### src/rtl/fpm_pkg.sv
package fpm_pkg;

  typedef enum logic [2:0] {
    OP_MOV  = 3'd0,
    OP_MOVT = 3'd1,
    OP_MOVF = 3'd2,
    OP_MOVZ = 3'd3,
    OP_MOVN = 3'd4,
    OP_ABS  = 3'd5,
    OP_NEG  = 3'd6,
    OP_RSVD = 3'd7
  } fpm_op_e;

  typedef enum logic {
    FMT_S = 1'b0,
    FMT_D = 1'b1
  } fpm_fmt_e;

  function automatic logic is_sign_op(fpm_op_e op);
    return (op == OP_ABS) || (op == OP_NEG);
  endfunction

endpackage

### src/rtl/fpm_snan.sv
module fpm_snan #(
  parameter int EXP_W  = 11,
  parameter int FRAC_W = 52,
  localparam int W     = 1 + EXP_W + FRAC_W
) (
  input  logic [W-1:0] val_i,
  output logic         snan_o
);
  logic [EXP_W-1:0]  exp_f;
  logic [FRAC_W-1:0] frac_f;

  always_comb begin
    exp_f  = val_i[W-2 -: EXP_W];
    frac_f = val_i[FRAC_W-1:0];
    // quiet bit clear, payload present, exponent saturated
    snan_o = (&exp_f) && (|frac_f) && !frac_f[FRAC_W-1];
  end
endmodule

### src/rtl/fpm_cond.sv
module fpm_cond
  import fpm_pkg::*;
#(
  parameter int CCW   = 8,
  parameter int IW    = 64,
  localparam int SELW = (CCW > 1) ? $clog2(CCW) : 1
) (
  input  fpm_op_e         op_i,
  input  logic [CCW-1:0]  cc_i,
  input  logic [SELW-1:0] sel_i,
  input  logic [IW-1:0]   iop_i,
  output logic            take_o
);
  logic cc_bit;
  logic int_zero;

  always_comb begin
    cc_bit   = cc_i[sel_i];
    int_zero = (iop_i == '0);
    unique case (op_i)
      OP_MOV, OP_ABS, OP_NEG: take_o = 1'b1;
      OP_MOVT:                take_o = cc_bit;
      OP_MOVF:                take_o = !cc_bit;
      OP_MOVZ:                take_o = int_zero;
      OP_MOVN:                take_o = !int_zero;
      default:                take_o = 1'b0;
    endcase
  end
endmodule

### src/rtl/fpm_sign.sv
module fpm_sign
  import fpm_pkg::*;
#(
  parameter int W = 64
) (
  input  fpm_op_e      op_i,
  input  logic [W-1:0] val_i,
  output logic [W-1:0] res_o
);
  always_comb begin
    res_o = val_i;
    if (op_i == OP_ABS)      res_o[W-1] = 1'b0;
    else if (op_i == OP_NEG) res_o[W-1] = ~val_i[W-1];
  end
endmodule

### src/rtl/fpm_unit.sv
module fpm_unit
  import fpm_pkg::*;
#(
  parameter int DW    = 64,
  parameter int SW    = 32,
  parameter int D_EXP = 11,
  parameter int S_EXP = 8,
  parameter int CCW   = 8,
  parameter int IW    = 64,
  localparam int D_FRAC = DW - 1 - D_EXP,
  localparam int S_FRAC = SW - 1 - S_EXP,
  localparam int SELW   = (CCW > 1) ? $clog2(CCW) : 1,
  localparam int NFMT   = 2
) (
  input  logic            clk,
  input  logic            rst,
  input  logic            valid_i,
  input  logic [2:0]      op_i,
  input  logic            fmt_i,
  input  logic [DW-1:0]   src_i,
  input  logic [CCW-1:0]  cc_i,
  input  logic [SELW-1:0] cc_sel_i,
  input  logic [IW-1:0]   iop_i,
  output logic            valid_o,
  output logic [DW-1:0]   res_o,
  output logic            wr_en_o,
  output logic            inv_o
);
  fpm_op_e  op;
  fpm_fmt_e fmt;
  logic     take;
  logic [NFMT-1:0] snan_v;
  logic [DW-1:0]   fres [NFMT];
  logic [DW-1:0]   nxt_res;
  logic            nxt_inv;

  assign op  = fpm_op_e'(op_i);
  assign fmt = fpm_fmt_e'(fmt_i);

  fpm_cond #(.CCW(CCW), .IW(IW)) u_cond (
    .op_i  (op),
    .cc_i  (cc_i),
    .sel_i (cc_sel_i),
    .iop_i (iop_i),
    .take_o(take)
  );

  // one lane per format: index 0 single, index 1 double
  for (genvar g = 0; g < NFMT; g++) begin : g_fmt
    localparam int LW = (g == 0) ? SW : DW;
    localparam int LE = (g == 0) ? S_EXP : D_EXP;
    localparam int LF = (g == 0) ? S_FRAC : D_FRAC;
    logic [LW-1:0] lane_res;

    fpm_snan #(.EXP_W(LE), .FRAC_W(LF)) u_snan (
      .val_i (src_i[LW-1:0]),
      .snan_o(snan_v[g])
    );

    fpm_sign #(.W(LW)) u_sign (
      .op_i (op),
      .val_i(src_i[LW-1:0]),
      .res_o(lane_res)
    );

    if (LW == DW) begin : g_full
      assign fres[g] = lane_res;
    end else begin : g_pad
      assign fres[g] = {{(DW-LW){1'b0}}, lane_res};
    end
  end

  always_comb begin
    nxt_res = take ? fres[fmt] : '0;
    nxt_inv = take && is_sign_op(op) && snan_v[fmt];
  end

  always_ff @(posedge clk) begin
    if (rst) begin
      valid_o <= 1'b0;
      res_o   <= '0;
      wr_en_o <= 1'b0;
      inv_o   <= 1'b0;
    end else begin
      valid_o <= valid_i;
      res_o   <= valid_i ? nxt_res : '0;
      wr_en_o <= valid_i && take;
      inv_o   <= valid_i && nxt_inv;
    end
  end
endmodule

### config.mk
export PLATFORM = sky130hd
export DESIGN_NAME = fpm_unit
export DESIGN_NICKNAME = d
export VERILOG_FILES = /design/src/rtl/fpm_pkg.sv /design/src/rtl/fpm_snan.sv /design/src/rtl/fpm_cond.sv /design/src/rtl/fpm_sign.sv /design/src/rtl/fpm_unit.sv
export SDC_FILE = /design/constraint.sdc
export NUM_CORES = 1
export LEC_CHECK = 0
export ABC_AREA = 1
export BUFFER_PORTS_ARGS = -buffer_cell sky130_fd_sc_hd__buf_2
export CORE_MARGIN = 5
export CORE_UTILIZATION = 38
export CTS_CLUSTER_DIAMETER = 40
export DETAILED_ROUTE_END_ITERATION = 12
export PLACE_DENSITY_LB_ADDON = 0.05
export SYNTH_ARGS = -nofsm -noshare
export SYNTH_HDL_FRONTEND = slang
export SYNTH_SLANG_ARGS = --single-unit
### constraint.sdc
create_clock -name clk -period 1.3 [get_ports clk]
set_clock_uncertainty 0.1 [all_clocks]
set_input_delay 0.065 -clock clk [delete_from_list [all_inputs] [get_ports clk]]
set_output_delay 0.065 -clock clk [all_outputs]
set_load 0.02 [all_outputs]
==> metrics.yaml, run 1 <==
cts_tree: "built"
finish.utilization: 0.7054
remaining_drc_errors: 0
htreeDepth: 3
critPathMostFrequentCell: "nand2_1"
num_rows: 30
syn-cell-area_um2: 2589
syn_avg_cell_area_um2: 7.482
ys_seq_elements: 67
area.growth.synth_to_final_pct: 83.08
slowest_stage: "dlygate4sd3_1"
drive_gt1_frac: 0.4261
slew_headroom: 0.8294
fin_tns_setup_ns: 0
clock-sinks: 67
grt_pass1_vias: 3049
io_pins: 213
clk_pin_slew_ns: 0.06
netlist-cell-type-count: 21
drt_pass1_iterations: 4
grt_util_all_layers: 0.1997
ant_nets: 0
rsz0062_at_grt: "yes"
via_per_inst: 4.231
detail_route.iter0.violations: 108
cp_slowest_stage_delay_ns: 0.53
status: "finished clean"
finalSetupViolations: 0
crit_path_end_kind: "flop"
gr-total-overflow: 0
critPathCapture: "inv_o$_SDFF_PP0_"
crit_fanout: 2
wl_per_cell_um: 12.10
cp.arrival_ns: 1.39
crit_path_start_kind: "primary input"
fill_cells: 556
die_area_um2: 8563
dp_hpwl_um: 6349
synth_cells: 346
synth_top_cell_by_area: "dfxtp_1"
portBuffers: 212
multi_input_area_um2: 970.9
max_freq_ghz: 0.7925
slew_violations: 0
num_vias: 3059
ir_drop_uv: 735.1
initial_core_util: 0.3853
maxCapViolations: 0
worst_pin_slew_ns: 0.2537
crit_start: "src_i[7]"
ys_warn_count: 0
die_x_um: 92.54
crit_required_ns: 1.42
leakagePower_nw: 2.660
cts_root_buf: "clkbuf_8"
nets: 784
wl_um: 8746
antenna_found_initial: 1
hold_viol: 0
die_y_um: 92.54
synthTopCellsByArea: "dfxtp_1, nor2_1, inv_1"
seqCellArea_um2: 1341
diodes: 0
fin_crit_ns: 1.262
grt_pass1_wl_um: 13410
place.gp.congestion: 0.7729
yosysSeqAreaShare: 0.5181
syn-num-nets: 492
min_period_over_period: 0.9706
post_cts.repair.setup_buffers: 0
yosysTopAreaCellShare: 0.5181
path_cells: "dlygate4sd3_1 -> buf_2 -> nor4_4 -> nand4_1 -> nor2_2 -> nand2_1 -> nand2_1 -> nor2_1"
min_path_type: "primary input to flop"
cts_buffers: 9
cts_buffer_depth: 2
core_area_um2: 6719
power_density_nw_per_um2: 959.3
path_class: "primary input to flop"
grt_start_max_net_pins: 18
==> per-layer routing <==
layer / GRT usage / vias up / share of wire
met1: 0.2017 / 1315 / 0.37
met5: 0 / - / 0.00080
met2: 0.3734 / 115 / 0.53
met3: 0.07230 / 12 / 0.090
met4: 0.07178 / 2 / 0.011
li1: - / 1615 / -
==> state kept, by name, summed over array words and instances, names as in the netlist <==
signal	count
inv_o	1
res_o	64
valid_o	1
wr_en_o	1
==> cell type report <==
type	instances	area share
repair buffers	287	0.3960
clock inverters	4	0.005280
clock buffers	12	0.03273
multi-input cells	201	0.2049
flip-flops and latches	67	0.2830
inverters	72	0.05702
well taps	80	0.02112
==> critical path: cells and delay by family <==
kind                   cells  cell delay [ns]
and+or+nand+nor            6             0.64
buffers and inverters      2             0.67
==> worst min path at each step <==
| stage | startpoint | end | cells past startpoint |
|---|---|---|---|
| floorplan | src_i[0] | res_o[0]$_SDFF_PP0_ | 2 |
| global placement | src_i[54] | res_o[54]$_SDFF_PP0_ | 3 |
| detailed placement | src_i[20] | res_o[20]$_SDFF_PP0_ | 3 |
| CTS | src_i[31] | res_o[31]$_SDFF_PP0_ | 4 |
| global route | src_i[38] | res_o[38]$_SDFF_PP0_ | 4 |
| finish | src_i[38] | res_o[38]$_SDFF_PP0_ | 4 |
==> power by group <==
part | internal (mW) | switching (mW) | total, mW
Sequential | 2.12 | 0.0161 | 2.14
Combinational | 0.456 | 0.414 | 0.870
Clock | 0.790 | 0.748 | 1.54
==> cells in the final DEF, fill, tap and decap left out, types with 7 or more instances in the layout <==
| master | n |
|---|---|
| buf_4 | 9 |
| dlygate4sd3_1 | 64 |
| inv_2 | 10 |
| inv_1 | 62 |
| nand4_1 | 7 |
| nand2_1 | 33 |
| dfxtp_1 | 67 |
| clkbuf_8 | 11 |
| nand3_1 | 12 |
| nor2_1 | 105 |
| buf_2 | 206 |
| nor2_2 | 16 |
==> per-stage QoR <==
step	instances	power [mW]	hold slack, ns	instance area, um^2	worst slack [ns]
3_3_place_gp	646	2.871	0.1925	3842	-0.1985
5_1_grt	723	4.788	0.05882	4740	-0.06881
2_1_floorplan	346	2.500	0.07722	2589	0.06524
6_report	723	4.547	0.04424	4740	0.03817
3_5_place_dp	646	2.878	0.1960	3842	-0.2458
4_1_cts	729	4.582	0.04128	4693	0.003549
==> cell usage after synthesis <==
master / n
nand3_2: 1
nand2_1: 33
buf_6: 3
clkbuf_8: 3
nor2_1: 108
nand3_1: 12
nor4_1: 8
o22ai_1: 1
o21ai_1: 2
dfxtp_1: 67
o21ai_0: 3
nand2_4: 1
nor2_2: 13
xnor2_1: 1
nor3_1: 6
nand4_1: 7
a21o_1: 1
nand3_4: 1
a21oi_1: 2
nor2_4: 1
inv_1: 72
==> cell families after synthesis <==
group	share of synthesized area
simple gates	0.3262
flops	0.5181
compound gates	0.01885
buf+inv	0.1334
xor+xnor	0.003384
==> repair_timing <==
action / CTS / global route
hold buffers: 67 / 0
endpoints found under the hold margin: 66 / 0
resized for setup: 0 / 27
endpoints found under the setup margin: 0 / 64
(Power assumes the default switching activity.)
==> run 2, diff against run 1 <==
- CORE_UTILIZATION: 38 -> 39
- CTS_BUF_LIST: unset -> sky130_fd_sc_hd__clkbuf_8
==> run 2 against run 1 <==
Effect of this change:
- the run now ends with negative hold slack left
- via count is 3.1% higher
- sequential cell count unchanged
- final area grew 3.0%
- worst setup slack worse by 0.018 ns
- global-route usage grew 1.5 points
- utilization increased by 5.9 points
- critical endpoint is now res_o[53]$_SDFF_PP0_
==> metrics.yaml, run 2 (synthesized netlist as in run 1, its figures left out) <==
path_class: "primary input to flop"  # unchanged
io_pins: 213  # unchanged
maxCapViolations: 0  # unchanged
combPwrFrac: 0.183  # was 0.191
clk_pin_slew_ns: 0.08  # was 0.06 ns
clock-sinks: 67  # unchanged
p_int_mw: 3.684  # was 3.368 mW
ant_nets: 0  # unchanged
portBuffers: 212  # unchanged
fin_area_um2: 4880  # was 4740 um^2
area.growth.synth_to_final_pct: 88.50  # was 83.08%
worst_hold_slack_ns: -0.002938  # was 0.04424 ns
wl_um: 9933  # was 8746 um
fin_crit_ns: 1.280  # was 1.262 ns
htreeDepth: 3  # unchanged
regMostFlops: "res_o"  # unchanged
crit_fanout: 6  # was 2
p_switching_mw: 1.318  # was 1.178 mW
rsz0062_at_grt: "yes"  # unchanged
via_per_inst: 4.400  # was 4.231
placed_cell_area_um2: 3841  # was 3842 um^2
crit_path_end_kind: "flop"  # unchanged
num_rows: 29  # was 30
die_x_um: 91.47  # was 92.54 um
dp_hpwl_um: 6765  # was 6349 um
diodes: 0  # unchanged
detail_route.iter0.violations: 40  # was 108
leakagePower_nw: 2.726  # was 2.660 nW
crit_required_ns: 1.46  # was 1.42 ns
max_freq_ghz: 0.7813  # was 0.7925 GHz
violations: "negative hold slack"
drt_pass1_iterations: 4  # unchanged
power_density_nw_per_um2: 1025  # was 959.3 nW/um^2
drive_gt1_frac: 0.4406  # was 0.4261
die_y_um: 91.47  # was 92.54 um
preCtsSetupSlack_ns: -0.1772  # was -0.2458 ns
seq_power_share: 0.428  # was 0.470
antenna_found_initial: 0  # was 1
grt_start_max_net_pins: 24  # was 18
power_frac_clock: 0.390  # was 0.338
place.gp.congestion: 0.8510  # was 0.7729
status: "finished with violations"  # was finished clean
cp.arrival_ns: 1.44  # was 1.39 ns
final_common_cell: "buf_2"  # unchanged
finalSetupViolations: 0  # unchanged
wl_per_cell_um: 13.85  # was 12.10 um
initial_core_util: 0.4054  # was 0.3853
slew_violations: 0  # unchanged
grt_pass1_vias: 3181  # was 3049
crit_path_start_kind: "primary input"  # unchanged
post_cts.repair.setup_buffers: 0  # unchanged
cts_tree: "built"  # unchanged
num_vias: 3155  # was 3059
finish.utilization: 0.7641  # was 0.7054
min_path_type: "primary input to flop"  # unchanged
cts_root_buf: "clkbuf_8"  # unchanged
grt_util_all_layers: 0.2152  # was 0.1997
largest_register_ff_count: 64  # unchanged
min_period_over_period: 0.9845  # was 0.9706
remaining_drc_errors: 0  # unchanged
worst_pin_slew_ns: 0.2380  # was 0.2537 ns
ir_drop_uv: 694.7  # was 735.1 uV
cts_buffers: 9  # unchanged
fin_ws_ns: 0.02009  # was 0.03817 ns
die_area_um2: 8367  # was 8563 um^2
grt_pass1_wl_um: 14600  # was 13410 um
gr-total-overflow: 0  # unchanged
mostFrequentLayoutCells: "buf_2, nor2_1, dfxtp_1"  # unchanged
hold_viol: 1  # was 0
swShare: 0.2636  # was 0.2592
core_area_um2: 6386  # was 6719 um^2
cts_buffer_depth: 2  # unchanged
slew_headroom: 0.8401  # was 0.8294
nets: 781  # was 784
[run 2: worst paths after layout]
check | startpoint | to | slack [ns] | depth (start not counted)
setup / recovery | rst | res_o[53]$_SDFF_PP0_ | 0.02 | 7
hold / removal | src_i[54] | res_o[54]$_SDFF_PP0_ | -0.003 | 3
[run 2: layout make-up]
type	instances	area (um^2)
clock inverters	7	100.1
fillers	453	1506
flip-flops and latches	67	1341
repair buffers	284	1888
multi-input cells	201	1057
well taps	77	96.34
inverters	72	272.8
clock buffers	9	123.9
[run 2: metal layers]
metal	global-route usage	part of all wire	vias up
met3	0.07934	0.091	18
li1	-	-	1609
met4	0.07579	0.020	0
met2	0.3896	0.53	137
met1	0.2265	0.36	1391
met5	0	0	-
[run 2: per-stage QoR]
step / setup TNS, ns / total power [mW] / instances / hold WS [ns]
CTS: 0 / 4.974 / 728 / 0.02904
global route: -0.1071 / 5.239 / 717 / 0.02071
floorplan: 0 / 2.500 / 346 / 0.07722
finish: 0 / 5.002 / 717 / -0.002938
global placement: -9.357 / 2.871 / 645 / 0.1911
detailed placement: -10.29 / 2.880 / 645 / 0.1947
[run 2: timing repair]
item / in CTS / in global routing
hold buffers: 67 / 0
resized for setup: 0 / 49
endpoints found under the setup margin: 0 / 3
endpoints found under the hold margin: 66 / 0
[run 2: critical path, stage by stage]
cell and delay, ns:
dlygate4sd3_1 0.54, buf_2 0.13, nor2_2 0.12, buf_6 0.13, nand3_4 0.15, buf_12 0.17, nor2_1 0.14
[run 2: power groups by stage]
stage               sequential [mW]  combinational (mW)  clock, mW
detailed placement             2.18               0.695          0
finish                         2.14               0.914       1.95
global route                   2.14               0.995       2.10
global placement               2.18               0.686          0
floorplan                      2.28               0.222          0
CTS                            2.14               0.853       1.98
==> run 3, diff against run 2 <==
- ABC_AREA: 1 -> unset
==> run 3 against run 2 <==
Effect of this change:
- the run ends with negative setup slack left
- largest cell class unchanged
- fmax decreased by 26%
- worst setup slack got worse by 0.45 ns
- synthesized cell count decreased by 13%
- combinational power increased by 24%
- sequential cell count unchanged
- highest routed layer unchanged
==> metrics.yaml, run 3 <==
crit_required_ns: 1.47  # was 1.46 ns
grt_util_all_layers: 0.2295  # was 0.2152
placed_cell_area_um2: 4204  # was 3841 um^2
slowest_stage: "or4_4"  # was dlygate4sd3_1
maxCapViolations: 0  # unchanged
power_density_nw_per_um2: 971.5  # was 1025 nW/um^2
wl_um: 10790  # was 9933 um
antenna_found_initial: 0  # unchanged
status: "finished with violations"  # unchanged
cts_buffer_depth: 2  # unchanged
path_cells: "buf_6 -> nor4_4 -> nand4_1 -> or4_4 -> o311a_4 -> buf_12 -> a21oi_1"  # was dlygate4sd3_1 -> buf_2 -> nor2_2 -> buf_6 -> nand3_4 -> buf_12 -> nor2_1
cts_tree: "built"  # unchanged
ant_nets: 0  # unchanged
dp_hpwl_um: 7371  # was 6765 um
via_per_inst: 4.925  # was 4.400
regMostFlops: "res_o"  # unchanged
fin_crit_ns: 1.733  # was 1.280 ns
htreeDepth: 3  # unchanged
fin_ws_ns: -0.4331  # was 0.02009 ns
portBuffers: 212  # unchanged
fin_area_um2: 5306  # was 4880 um^2
synth_cells: 302  # was 346
slew_headroom: 0.7585  # was 0.8401
gr-total-overflow: 0  # unchanged
finalSetupViolations: 65  # was 0
syn-num-nets: 448  # was 492
final_common_cell: "buf_2"  # unchanged
synth_async_sr_flop_share: 0  # unchanged
fin_tns_setup_ns: -25.86  # was 0 ns
clk_pin_slew_ns: 0.07  # was 0.08 ns
fill_cells: 566  # was 453
die_area_um2: 9011  # was 8367 um^2
drt_pass1_iterations: 6  # was 4
grt_start_max_net_pins: 38  # was 24
io_pins: 213  # unchanged
hold_viol: 0  # was 1
synthTopCellsByArea: "dfxtp_1, a21oi_2, nor4_1"  # was dfxtp_1, nor2_1, inv_1
core_area_um2: 7137  # was 6386 um^2
ys_warn_count: 0  # unchanged
die_x_um: 94.93  # was 91.47 um
mostFrequentLayoutCells: "buf_2, dfxtp_1, dlygate4sd3_1"  # was buf_2, nor2_1, dfxtp_1
largest_register_ff_count: 64  # unchanged
crit_fanout: 37  # was 6
syn-cell-area_um2: 2813  # was 2589 um^2
drive_gt1_frac: 0.5630  # was 0.4406
clock-sinks: 67  # unchanged
cts_buffers: 9  # unchanged
path_class: "primary input to flop"  # unchanged
crit_path_start_kind: "primary input"  # unchanged
die_y_um: 94.93  # was 91.47 um
yosysTopAreaCellShare: 0.4769  # was 0.5181
synth_common_cells: "dfxtp_1, a21oi_2, nand2_1"  # was nor2_1, inv_1, dfxtp_1
max_freq_ghz: 0.5770  # was 0.7813 GHz
min_period_over_period: 1.333  # was 0.9845
ys_seq_elements: 67  # unchanged
cp_slowest_stage_delay_ns: 0.59  # was 0.54 ns
synth-edff-count: 0  # unchanged
remaining_drc_errors: 0  # unchanged
rsz0062_at_grt: "yes"  # unchanged
leakagePower_nw: 2.353  # was 2.726 nW
nets: 736  # was 781
preCtsSetupSlack_ns: -0.9180  # was -0.1772 ns
num_rows: 31  # was 29
detail_route.iter0.violations: 97  # was 40
yosysSeqAreaShare: 0.4769  # was 0.5181
min_path_type: "primary input to flop"  # unchanged
initial_core_util: 0.3941  # was 0.4054
crit_path_end_kind: "flop"  # unchanged
wl_per_cell_um: 15.55  # was 13.85 um
grt_pass1_wl_um: 16150  # was 14600 um
violations: "negative setup slack"  # was negative hold slack
place.gp.congestion: 0.8053  # was 0.8510
worst_pin_slew_ns: 0.3589  # was 0.2380 ns
diodes: 0  # unchanged
yosysMostFrequentCell: "dfxtp_1"  # was nor2_1
synth_ff_type: "dfxtp_1"  # unchanged
ir_drop_uv: 525.9  # was 694.7 uV
cts_root_buf: "clkbuf_8"  # unchanged
cp.arrival_ns: 1.91  # was 1.44 ns
slew_violations: 0  # unchanged
finish.utilization: 0.7435  # was 0.7641
netlist-cell-type-count: 32  # was 21
num_vias: 3418  # was 3155
synth_top_cell_by_area: "dfxtp_1"  # unchanged
grt_pass1_vias: 3418  # was 3181
area.growth.synth_to_final_pct: 88.66  # was 88.50%
syn_avg_cell_area_um2: 9.314  # was 7.482 um^2
-- run 3: cell count changes after synthesis, moves of 4 or more --
| cell | previous run | this run |
|---|---|---|
| mux2i_1 | 0 | 4 |
| nor2_1 | 108 | 2 |
| nor2_2 | 13 | 0 |
| a21oi_2 | 0 | 50 |
| nor4_1 | 8 | 28 |
| clkbuf_1 | 0 | 16 |
| inv_1 | 72 | 3 |
| nand3_1 | 12 | 33 |
| buf_4 | 0 | 5 |
| nand2_1 | 33 | 39 |
| a21oi_1 | 2 | 14 |
-- run 3: stage by stage --
| step | power, mW | hold slack (ns) | cells |
|---|---|---|---|
| after global routing | 5.352 | 0.02549 | 694 |
| after detailed placement | 3.024 | 0.1462 | 614 |
| after floorplan | 2.597 | 0.04806 | 302 |
| after CTS | 5.116 | 0.003327 | 692 |
| after global placement | 3.015 | 0.1358 | 614 |
| final | 5.155 | 0.01535 | 694 |
-- run 3: path summary, 6_finish.rpt --
check | from | end | slack [ns] | depth (start not counted)
max | iop_i[4] | res_o[58]$_SDFF_PP0_ | -0.43 | 7
min | src_i[53] | res_o[53]$_SDFF_PP0_ | 0.02 | 4
-- run 3: power breakdown --
part | switching [mW] | total, mW | leakage (nW) | internal, mW
logic | 0.554 | 1.13 | 1.70 | 0.572
registers | 0.0141 | 2.12 | 0.544 | 2.11
clock network | 0.833 | 1.91 | 0.107 | 1.08
-- run 3: what timing repair did --
action / in CTS / in global routing
hold buffers: 60 / 0
cloned: 1 / 2
buffers inserted: 1 / 0
gates resized for setup: 20 / 17
endpoints found under the setup margin: 66 / 66
endpoints found under the hold margin: 60 / 0
pin swaps: 1 / 2
-- run 3: layer usage --
metal  global-route usage  share of wire  up-vias
li1                     -              -     1684
met1               0.2806           0.39     1583
met2               0.3846           0.51      134
met3              0.07729          0.081       17
met4              0.06250          0.016        0
met5                    0              0        -
-- run 3: kinds of logic (layout without fill, tap and decap cells) --
kind of cell              Yosys count  in the layout  share of synthesized area
DFF                                67             67                     0.4769
muxes                               5              5                    0.02224
xor gates and xnor gates            1              1                   0.003114
and+or+nand+nor                   121            121                     0.2206
buffers and inverters              31            324                    0.06450
AOI/OAI and AO/OA                  77             77                     0.2126
-- run 3: final cells by class --
type / instances / area (um^2) / area share
sequential: 67 / 1341 / 0.2528
tap: 99 / 123.9 / 0.02334
multi-input combinational: 204 / 1491 / 0.2811
clock inverter: 7 / 92.59 / 0.01745
clock buffer: 9 / 123.9 / 0.02334
timing repair buffer: 305 / 2122 / 0.3999
inverter: 3 / 11.26 / 0.002122
-- run 3: critical path, delay by kind of cell --
kind                   cells  cell delay [ns]
and+or+nand+nor            3             1.02
AOI/OAI and AO/OA          2             0.50
buffers and inverters      2             0.31
